**config.mk**
```make
export PLATFORM = sky130hd
export DESIGN_NAME = dac_regbank
export DESIGN_NICKNAME = d
export VERILOG_FILES = /design/src/rtl/dac_regbank_pkg.sv /design/src/rtl/dac_offset_reg.sv /design/src/rtl/dac_mode_reg.sv /design/src/rtl/dac_chan_bank.sv /design/src/rtl/dac_regbank.sv
export SDC_FILE = /design/constraint.sdc
export NUM_CORES = 1
export LEC_CHECK = 0
export CORE_AREA = 8 8 156 195
export CTS_CLUSTER_SIZE = 20
export DETAILED_ROUTE_END_ITERATION = 7
export DIE_AREA = 0 0 164 203
export GPL_ROUTABILITY_DRIVEN = 1
export PLACE_DENSITY = 0.76
export SYNTH_ARGS = -nofsm -noshare
export SYNTH_HDL_FRONTEND = slang
export SYNTH_SLANG_ARGS = --single-unit
```
**constraint.sdc**
```tcl
create_clock -name clk_i -period 2.4 [get_ports clk_i]
set_input_delay 0.6 -clock clk_i [delete_from_list [all_inputs] [get_ports clk_i]]
set_output_delay 0.6 -clock clk_i [all_outputs]
set_load 0.01 [all_outputs]
```
**src/rtl/dac_regbank_pkg.sv**
```systemverilog
package dac_regbank_pkg;
  localparam int AW = 5;
  localparam logic [AW-1:0] ADDR_CFG     = 5'h00;
  localparam logic [AW-1:0] ADDR_OFS_A   = 5'h01;
  localparam logic [AW-1:0] ADDR_OFS_B   = 5'h02;
  localparam logic [AW-1:0] ADDR_MODE    = 5'h03;
  localparam logic [AW-1:0] ADDR_BCAST   = 5'h07;
  localparam int            ADDR_CH_BASE = 8;

  typedef struct packed {
    logic gain_b;
    logic gain_a;
    logic corr_en;
  } cfg_t;
endpackage

```
**src/rtl/dac_offset_reg.sv**
```systemverilog
module dac_offset_reg #(
  parameter int            DW      = 16,
  parameter logic [DW-1:0] TRIM_G6 = '0,
  parameter logic [DW-1:0] TRIM_G4 = '0
) (
  input  logic          clk_i,
  input  logic          rst_ni,
  input  logic          single_i,
  input  logic          wr_i,
  input  logic [DW-1:0] wdata_i,
  input  logic          gain_cur_i,
  input  logic          gain_wr_i,
  input  logic          gain_new_i,
  output logic [DW-1:0] val_o
);
  logic [DW-1:0] q;
  logic          reload;

  assign reload = gain_wr_i && (gain_new_i != gain_cur_i);

  always_ff @(posedge clk_i or negedge rst_ni) begin
    if (!rst_ni) q <= TRIM_G6;
    else if (!single_i) begin
      if (reload)    q <= gain_new_i ? TRIM_G4 : TRIM_G6;
      else if (wr_i) q <= wdata_i;
    end
  end

  assign val_o = single_i ? '0 : q;
endmodule

```
**src/rtl/dac_mode_reg.sv**
```systemverilog
module dac_mode_reg (
  input  logic clk_i,
  input  logic rst_ni,
  input  logic wr_i,
  input  logic sleep_d_i,
  input  logic wakeup_i,
  input  logic sdi_i,
  input  logic shift_sdo_i,
  output logic sleep_o,
  output logic sdo_o
);
  always_ff @(posedge clk_i or negedge rst_ni) begin
    if (!rst_ni)       sleep_o <= 1'b0;
    else if (!wakeup_i) sleep_o <= 1'b0;
    else if (wr_i)     sleep_o <= sleep_d_i;
  end

  // bypass: pin-to-pin path while asleep
  assign sdo_o = sleep_o ? sdi_i : shift_sdo_i;
endmodule

```
**src/rtl/dac_chan_bank.sv**
```systemverilog
module dac_chan_bank #(
  parameter int NCH = 8,
  parameter int DW  = 16
) (
  input  logic                    clk_i,
  input  logic                    rst_ni,
  input  logic [NCH-1:0]          wr_ch_i,
  input  logic                    bcast_i,
  input  logic [DW-1:0]           wdata_i,
  input  logic [NCH-1:0]          load_i,
  output logic [NCH-1:0][DW-1:0]  chan_o,
  output logic [NCH-1:0][DW-1:0]  lat_o
);
  for (genvar n = 0; n < NCH; n++) begin : g_ch
    always_ff @(posedge clk_i or negedge rst_ni) begin
      if (!rst_ni)                    chan_o[n] <= '0;
      else if (bcast_i || wr_ch_i[n]) chan_o[n] <= wdata_i;
    end

    always_ff @(posedge clk_i or negedge rst_ni) begin
      if (!rst_ni)        lat_o[n] <= '0;
      else if (load_i[n]) lat_o[n] <= chan_o[n];
    end
  end
endmodule

```
**src/rtl/dac_regbank.sv**
```systemverilog
module dac_regbank
  import dac_regbank_pkg::*;
#(
  parameter int            NCH       = 8,
  parameter int            DW        = 16,
  parameter logic [DW-1:0] TRIM_A_G6 = 16'h999A,
  parameter logic [DW-1:0] TRIM_A_G4 = 16'hAAAB,
  parameter logic [DW-1:0] TRIM_B_G6 = 16'h9997,
  parameter logic [DW-1:0] TRIM_B_G4 = 16'hAAAE
) (
  input  logic              clk_i,
  input  logic              rst_ni,
  input  logic              wr_en_i,
  input  logic [AW-1:0]     addr_i,
  input  logic [DW-1:0]     wdata_i,
  output logic [DW-1:0]     rdata_o,
  input  logic              single_supply_i,
  input  logic              wakeup_i,
  input  logic              sdi_i,
  input  logic              shift_sdo_i,
  output logic              sdo_o,
  input  logic              load_all_i,
  input  logic [NCH-1:0]    load_ch_i,
  output logic [DW-1:0]     offset_a_o,
  output logic [DW-1:0]     offset_b_o,
  output logic [NCH*DW-1:0] dac_data_o
);
  localparam int CFGW = $bits(cfg_t);

  cfg_t                   cfg_q, cfg_d;
  logic                   cfg_wr, ofs_a_wr, ofs_b_wr, mode_wr, bcast_wr;
  logic                   sleep_q;
  logic [NCH-1:0]         wr_ch;
  logic [NCH-1:0][DW-1:0] chan_q, lat_q;

  assign cfg_d    = cfg_t'(wdata_i[CFGW-1:0]);
  assign cfg_wr   = wr_en_i && (addr_i == ADDR_CFG);
  assign ofs_a_wr = wr_en_i && (addr_i == ADDR_OFS_A);
  assign ofs_b_wr = wr_en_i && (addr_i == ADDR_OFS_B);
  assign mode_wr  = wr_en_i && (addr_i == ADDR_MODE);
  assign bcast_wr = wr_en_i && (addr_i == ADDR_BCAST) && !cfg_q.corr_en;

  for (genvar n = 0; n < NCH; n++) begin : g_dec
    assign wr_ch[n] = wr_en_i && (addr_i == AW'(ADDR_CH_BASE + n));
  end

  always_ff @(posedge clk_i or negedge rst_ni) begin
    if (!rst_ni)     cfg_q <= '0;
    else if (cfg_wr) cfg_q <= cfg_d;
  end

  dac_offset_reg #(.DW(DW), .TRIM_G6(TRIM_A_G6), .TRIM_G4(TRIM_A_G4)) u_ofs_a (
    .clk_i, .rst_ni,
    .single_i   (single_supply_i),
    .wr_i       (ofs_a_wr),
    .wdata_i    (wdata_i),
    .gain_cur_i (cfg_q.gain_a),
    .gain_wr_i  (cfg_wr),
    .gain_new_i (cfg_d.gain_a),
    .val_o      (offset_a_o)
  );

  dac_offset_reg #(.DW(DW), .TRIM_G6(TRIM_B_G6), .TRIM_G4(TRIM_B_G4)) u_ofs_b (
    .clk_i, .rst_ni,
    .single_i   (single_supply_i),
    .wr_i       (ofs_b_wr),
    .wdata_i    (wdata_i),
    .gain_cur_i (cfg_q.gain_b),
    .gain_wr_i  (cfg_wr),
    .gain_new_i (cfg_d.gain_b),
    .val_o      (offset_b_o)
  );

  dac_mode_reg u_mode (
    .clk_i, .rst_ni,
    .wr_i        (mode_wr),
    .sleep_d_i   (wdata_i[DW-1]),
    .wakeup_i    (wakeup_i),
    .sdi_i       (sdi_i),
    .shift_sdo_i (shift_sdo_i),
    .sleep_o     (sleep_q),
    .sdo_o       (sdo_o)
  );

  dac_chan_bank #(.NCH(NCH), .DW(DW)) u_chan (
    .clk_i, .rst_ni,
    .wr_ch_i (wr_ch),
    .bcast_i (bcast_wr),
    .wdata_i (wdata_i),
    .load_i  (load_ch_i | {NCH{load_all_i}}),
    .chan_o  (chan_q),
    .lat_o   (lat_q)
  );

  assign dac_data_o = lat_q;

  always_comb begin
    rdata_o = '0;
    case (addr_i)
      ADDR_CFG:   rdata_o = DW'(cfg_q);
      ADDR_OFS_A: rdata_o = offset_a_o;
      ADDR_OFS_B: rdata_o = offset_b_o;
      ADDR_MODE:  rdata_o = {sleep_q, {(DW-1){1'b0}}};
      default: begin
        for (int n = 0; n < NCH; n++)
          if (addr_i == AW'(ADDR_CH_BASE + n)) rdata_o = chan_q[n];
      end
    endcase
  end
endmodule

```
; ---- Yosys cells after proc, flatten, opt, wreduce, memory -nomap -nowiden
; Index checks and enable logic that the tools add are counted.
; W data, S select, Z words.
[word_totals]
register_bits = 292
inputBits = 37
output_inout_bits = 177
wordCells = 89
[op_classes]
eq_ne = 15
muxes = 20
bitwise_logic = 2
n_reduce_logical = 30
[ops]
columns = op, n
row1 = $mux W16, 14
row2 = $pmux W16 S4, 1
row3 = $eq A5 B4 Y1 const B, 8
row4 = $mux W14, 2
row5 = $logic_and A1 B1 Y1, 16
row6 = $eq A5 B2 Y1 const B, 2
row7 = $logic_or A1 B1 Y1, 8
row8 = $or A8 B8 Y8, 1
row9 = $eq A5 B1 Y1 const B, 1
row10 = $eq A5 B3 Y1 const B, 1
row11 = $logic_not A5 Y1, 1
row12 = $reduce_and A2 Y1, 2
row13 = $reduce_bool A2 Y1, 2
row14 = $mux W1, 3
row15 = $ne A1 B1 Y1, 2
row16 = $ne A2 B1 Y1 const B, 1
row17 = $logic_not A1 Y1, 1
row18 = $not A1 Y1, 1

; ---- Longest topological paths before layout
; Gate-level depths: netlist of the first run.
[depth]
ltp_word = 10
mapped_depth = 8
mapped_depth_nobuf = 4

; ---- Modules after synthesis
; Synthesis of the first run repeated with hierarchy kept, for this count alone.
[hier_totals]
hier_cells = 1070
area_unflattened_um2 = 13917.1
[by_module_without_submodules]
columns = module, n_inst, cells_per_inst, area_per_inst_um2, seq_area_each_um2
row1 = dac_chan_bank, 1, 545, 10000.8, 6406.1
row2 = dac_regbank, 1, 293, 1906.8, 75.1
row3 = dac_offset_reg at u_ofs_b, 1, 115, 985.9, 411.6
row4 = dac_offset_reg at u_ofs_a, 1, 113, 967.2, 410.4
row5 = dac_mode_reg, 1, 4, 56.3, 25.0

; ---- Worst setup path after synthesis of the first run
; Ideal clock, no wire load.
[synth_timing]
path_type = input -> output
startpoint = in addr_i[2]
endpoint = out rdata_o[11]
arrival_ns = 1.968
required_ns = 1.800
slack_ns = -0.168
stages = 6
n_path_buf = 2
path_cell_list = buf_2 -> or4_1 -> nor2_1 -> buf_2 -> a22oi_1 -> o211ai_1
[synth_via]
elab_chain_len = 10
elab_cells_between_ends = 21
cone_classes = eq/ne: 11 / mux: 9 / reduce/logical: 1
[synth_lines]
columns = item, line_no
row1 = "start, declared", dac_regbank.sv:14  ; input logic [AW-1:0] addr_i,
row2 = $eq A5 B4 Y1, dac_regbank.sv:106  ; if (addr_i == AW'(ADDR_CH_BASE + n)) rdata_o = chan_q[n];
row3 = $mux W16 (8 in a row), dac_regbank.sv:106
row4 = $pmux W16 S4 *, dac_regbank.sv:99  ; case (addr_i)
row5 = "end, declared", dac_regbank.sv:16  ; output logic [DW-1:0] rdata_o,
; Mark *: on every way between the ends. The rest lies on a longest branch, timed or not.

; ---- Final worst setup path of the first run
[layout_timing]
startpoint = in addr_i[3]
endpoint = out rdata_o[8]
; Same word-level chain as after synthesis.

==> summary.txt, run 1 <==
GRT
  – Pin count of the biggest net entering global routing: 54
  – Congestion Overflow GR: 0
  – GRT Overall Usage: 28.48%
  – First-pass GRT wire length: 71010 µm
  – Initial antenna violation count: 1
  – Vias in the first global route: 10920

Yosys
  – Post-synthesis sequential area ratio: 55.81%
  – Cell variety after synth: 64
  – Area contributors post-synth: dfrtp_1 52%, mux2_2 16%, o2bb2ai_1 4.4%
  – Commonest register cell after synthesis: dfrtp_1
  – Synth area leader: dfrtp_1
  – Post-synth EDFFs: 0
  – Async S/R FF share, synth: 100.0%
  – Post-synth top area share: 52.41%
  – Synthesized flop and latch total: 292
  – Synthesized area per cell: 12.54 µm²
  – Area of the mapped netlist: 0.01313 mm²
  – Synthesized Nets: 1084
  – Synth Instances: 1047
  – Yosys warning total: 0

Detailed routing
  – DR pass1 iterations: 5
  – Wire per inst: 27.31 µm
  – Post-Route WL: 48300 µm
  – DR iter-0 viols: 1056
  – Post-DRT Antenna Nets: 0
  – Vias per cell: 6.024
  – DR DRC count: 0
  – Via count: 10660

Timing
  – TNS Setup: -4.888 ns
  – Worst slew pin tran: 1.088 ns
  – Max Transition Viols Final: 0
  – Worst Skew: 0.01226 ns
  – Fin. Hold Viols: 0
  – Final setup margin: -0.3573 ns
  – WHS: 0.4813 ns
  – Max Freq: 0.3627 GHz
  – Slew margin rel.: 27.22%
  – RSZ-0062 raised after global routing: yes
  – Tmin final: 2.757 ns
  – Final Setup Violations: 16
  – Tcrit/Tclk final: 114.9%

Worst setup path
  – Crit path kind: primary input to primary output
  – Worst Setup End Kind: primary output
  – Slowest stage cell, crit path: or4_4
  – Crit Reg-Reg Startpoint: cfg_q[0]
  – CP required: 1.80 ns
  – R2R depth: 6
  – CP Cell Sequence: buf_6, or4_4, nor3_4, buf_6, nand2_1, o211ai_1, buf_2
  – Worst stage delay on the critical path: 0.60 ns
  – Crit path from: addr_i[3]
  – Startpoint types: primary input
  – CP dominant cell by count: buf_6
  – Arr. time, crit path: 2.16 ns
  – CP Max Fanout: 6

Clock tree
  – Total CTS buffers: 28
  – CTS tree: done
  – Clock root cell: clkbuf_16
  – Clock transition at path regs: 0.06 ns
  – H-tree lvl count: 1
  – Max clock buf depth: 3
  – Clock latency on the worst-skew pair: 0.56 ns
  – Sink Count: 292

Outcome
  – Status: finished with violations
  – Failing checks: negative setup slack

Place
  – Pre-CTS setup slack: -1.135 ns
  – Final HPWL DP: 35940 µm
  – RD Place Congestion: 0.9543
  – Port Buf Inserts: 213
  – Placed instance area: 0.01691 mm²

Final layout
  – # diodes: 0
  – Share of cells above drive strength 1: 37.21%
  – Fin nets: 1435
  – Fillers: 2086
  – Multi-input gate area: 0.005782 mm²
  – Fin area: 0.01826 mm²
  – Area Growth Syn to Fin: 39.09%
  – FF/Latch Area: 0.007330 mm²

Min path
  – Hold WC Path Type: flip-flop to flip-flop
  – Hold Crit Start: u_chan.lat_o[93]
  – Worst hold stages: 2

Pwr
  – Total chip power: 0.01665 W
  – Leakage: 7.976 nW
  – Max rail drop VDD: 0.0006135 V
  – Pwr dens: 911.9 mW/mm²

Floorplanning
  – Die area: 0.03329 mm²
  – Core Region: 0.02731 mm²
  – Die Width: 164 µm
  – Starting density of the core: 48.08%
  – Cell Rows: 68
  – # IOs: 214
  – Die Y: 203 µm

Job
  – Max cap viols: 0
==> layer usage <==
metal | global-route usage (%) | wire length [µm]
met5 | 0 | 0
met4 | 9.174 | 1638
met3 | 4.073 | 3683
met2 | 45.95 | 22830
met1 | 38.92 | 20150
==> Yosys cell counts, types with 3 or more instances <==
| cell type | n |
|---|---|
| dfrtp_1 | 275 |
| mux2_2 | 189 |
| o2bb2ai_1 | 66 |
| nand2_1 | 51 |
| clkbuf_1 | 43 |
| nor2b_1 | 43 |
| nor2_1 | 40 |
| a21oi_1 | 32 |
| buf_2 | 22 |
| o31ai_1 | 19 |
| dfstp_2 | 17 |
| mux2i_1 | 17 |
| nand2b_1 | 17 |
| o21ai_0 | 14 |
| a221oi_1 | 12 |
| mux2_1 | 10 |
| nor3_1 | 10 |
| buf_1 | 9 |
| nand4b_1 | 9 |
| o22a_1 | 9 |
| a21boi_0 | 8 |
| a22o_1 | 8 |
| a22oi_1 | 8 |
| or3_1 | 8 |
| nand3b_1 | 7 |
| o211ai_1 | 7 |
| o221ai_1 | 7 |
| inv_1 | 6 |
| nand3_1 | 6 |
| o21bai_1 | 6 |
| a31oi_1 | 5 |
| buf_4 | 5 |
| o32ai_1 | 5 |
| a211oi_1 | 4 |
| a2bb2oi_1 | 4 |
| a21o_1 | 3 |
| a32o_1 | 3 |
| a32oi_1 | 3 |
| nor3b_1 | 3 |
| o21ai_1 | 3 |
| o22ai_1 | 3 |
==> final timing paths <==
kind	endpoint	slack, ns
max in group asynchronous	u_chan.lat_o[7]	1.07
min	u_chan.lat_o[93]	0.48
min reg2reg	u_chan.lat_o[93]	0.48
min in group asynchronous	u_chan.chan_o[70]	0.59
max	rdata_o[8]	-0.36
max reg2reg	u_chan.chan_o[50]	0.26
==> what timing repair did <==
action	in CTS	in global routing
cloned	1	0
setup endpoints to repair	113	19
pin swaps	21	9
endpoints found under the hold margin	34	0
buffers inserted	7	5
gates resized for setup	148	32
hold buffers	1	0
==> report_power, final <==
| group | total [W] | switching [W] | internal [W] |
|---|---|---|---|
| logic | 0.00453 | 0.00188 | 0.00266 |
| clock network | 0.00476 | 0.00196 | 0.00279 |
| registers | 0.00737 | 0.00115 | 0.00622 |
| total | 0.0167 | 0.00499 | 0.0117 |
==> area by class of cell <==
| type | count | area share [%] |
|---|---|---|
| clock buffer | 37 | 4.412 |
| clock inverter | 14 | 1.007 |
| inverter | 8 | 0.1713 |
| multi-input combinational | 668 | 31.66 |
| sequential | 292 | 40.13 |
| tap | 350 | 2.398 |
| timing repair buffer | 400 | 20.22 |
==> cells by family (layout without fill, tap and decap cells) <==
logic type / Yosys count / after routing / synth area share (%)
flip-flops: 292 / 292 / 55.81
AO/OA/AOI/OAI: 242 / 242 / 14.31
multiplexers: 216 / 216 / 18.36
AND/OR/NAND/NOR: 208 / 208 / 8.547
buffers and inverters: 87 / 459 / 2.839
XOR/XNOR: 2 / 2 / 0.1334
==> metrics by stage <==
step	util, %	cells
2_1_floorplan	-	1047
3_3_place_gp	61.91	1706
3_5_place_dp	61.91	1706
4_1_cts	66.23	1765
5_1_grt	66.87	1769
6_report	66.87	1769
==> cells in the final DEF, fill, tap and decap left out, types with 14 or more instances in the layout <==
cell type          n
dlygate4sd2_1     18
mux2_2           189
a21oi_1           28
o31ai_1           15
clkbuf_16         29
buf_12            15
buf_6             14
clkdlybuf4s50_1  171
nor2b_1           41
dfstp_2           17
nand2_1           48
nor2_1            37
o2bb2ai_1         66
dfrtp_1          274
buf_4            160
nand2b_1          15
buf_2             15
mux2i_1           16
==> registers in the layout, summed over array words and instances, names as in the netlist <==
| register | count |
|---|---|
| u_mode.sleep_o | 1 |
| u_chan.chan_o | 128 |
| u_chan.lat_o | 128 |
| u_ofs_b.q | 16 |
| u_ofs_a.q | 16 |
| cfg_q | 3 |
==> critical path, delay by kind of cell <==
kind            cells  cell delay, ns
buf+inv             3            0.46
simple gates        3            0.91
compound gates      1            0.17
Note: power is estimated with default switching activity, not from simulation.
==> run 2: changes to the inputs <==
--- a/config.mk
+++ b/config.mk
@@ -5,12 +5,14 @@
 export SDC_FILE = /design/constraint.sdc
 export NUM_CORES = 1
 export LEC_CHECK = 0
+export CAP_MARGIN = 20
 export CORE_AREA = 8 8 156 195
 export CTS_CLUSTER_SIZE = 20
 export DETAILED_ROUTE_END_ITERATION = 7
 export DIE_AREA = 0 0 164 203
 export GPL_ROUTABILITY_DRIVEN = 1
 export PLACE_DENSITY = 0.76
+export SLEW_MARGIN = 20
 export SYNTH_ARGS = -nofsm -noshare
 export SYNTH_HDL_FRONTEND = slang
 export SYNTH_SLANG_ARGS = --single-unit
==> results of run 2 <==
Final layout, timing and power as in run 1 (identical DEF).
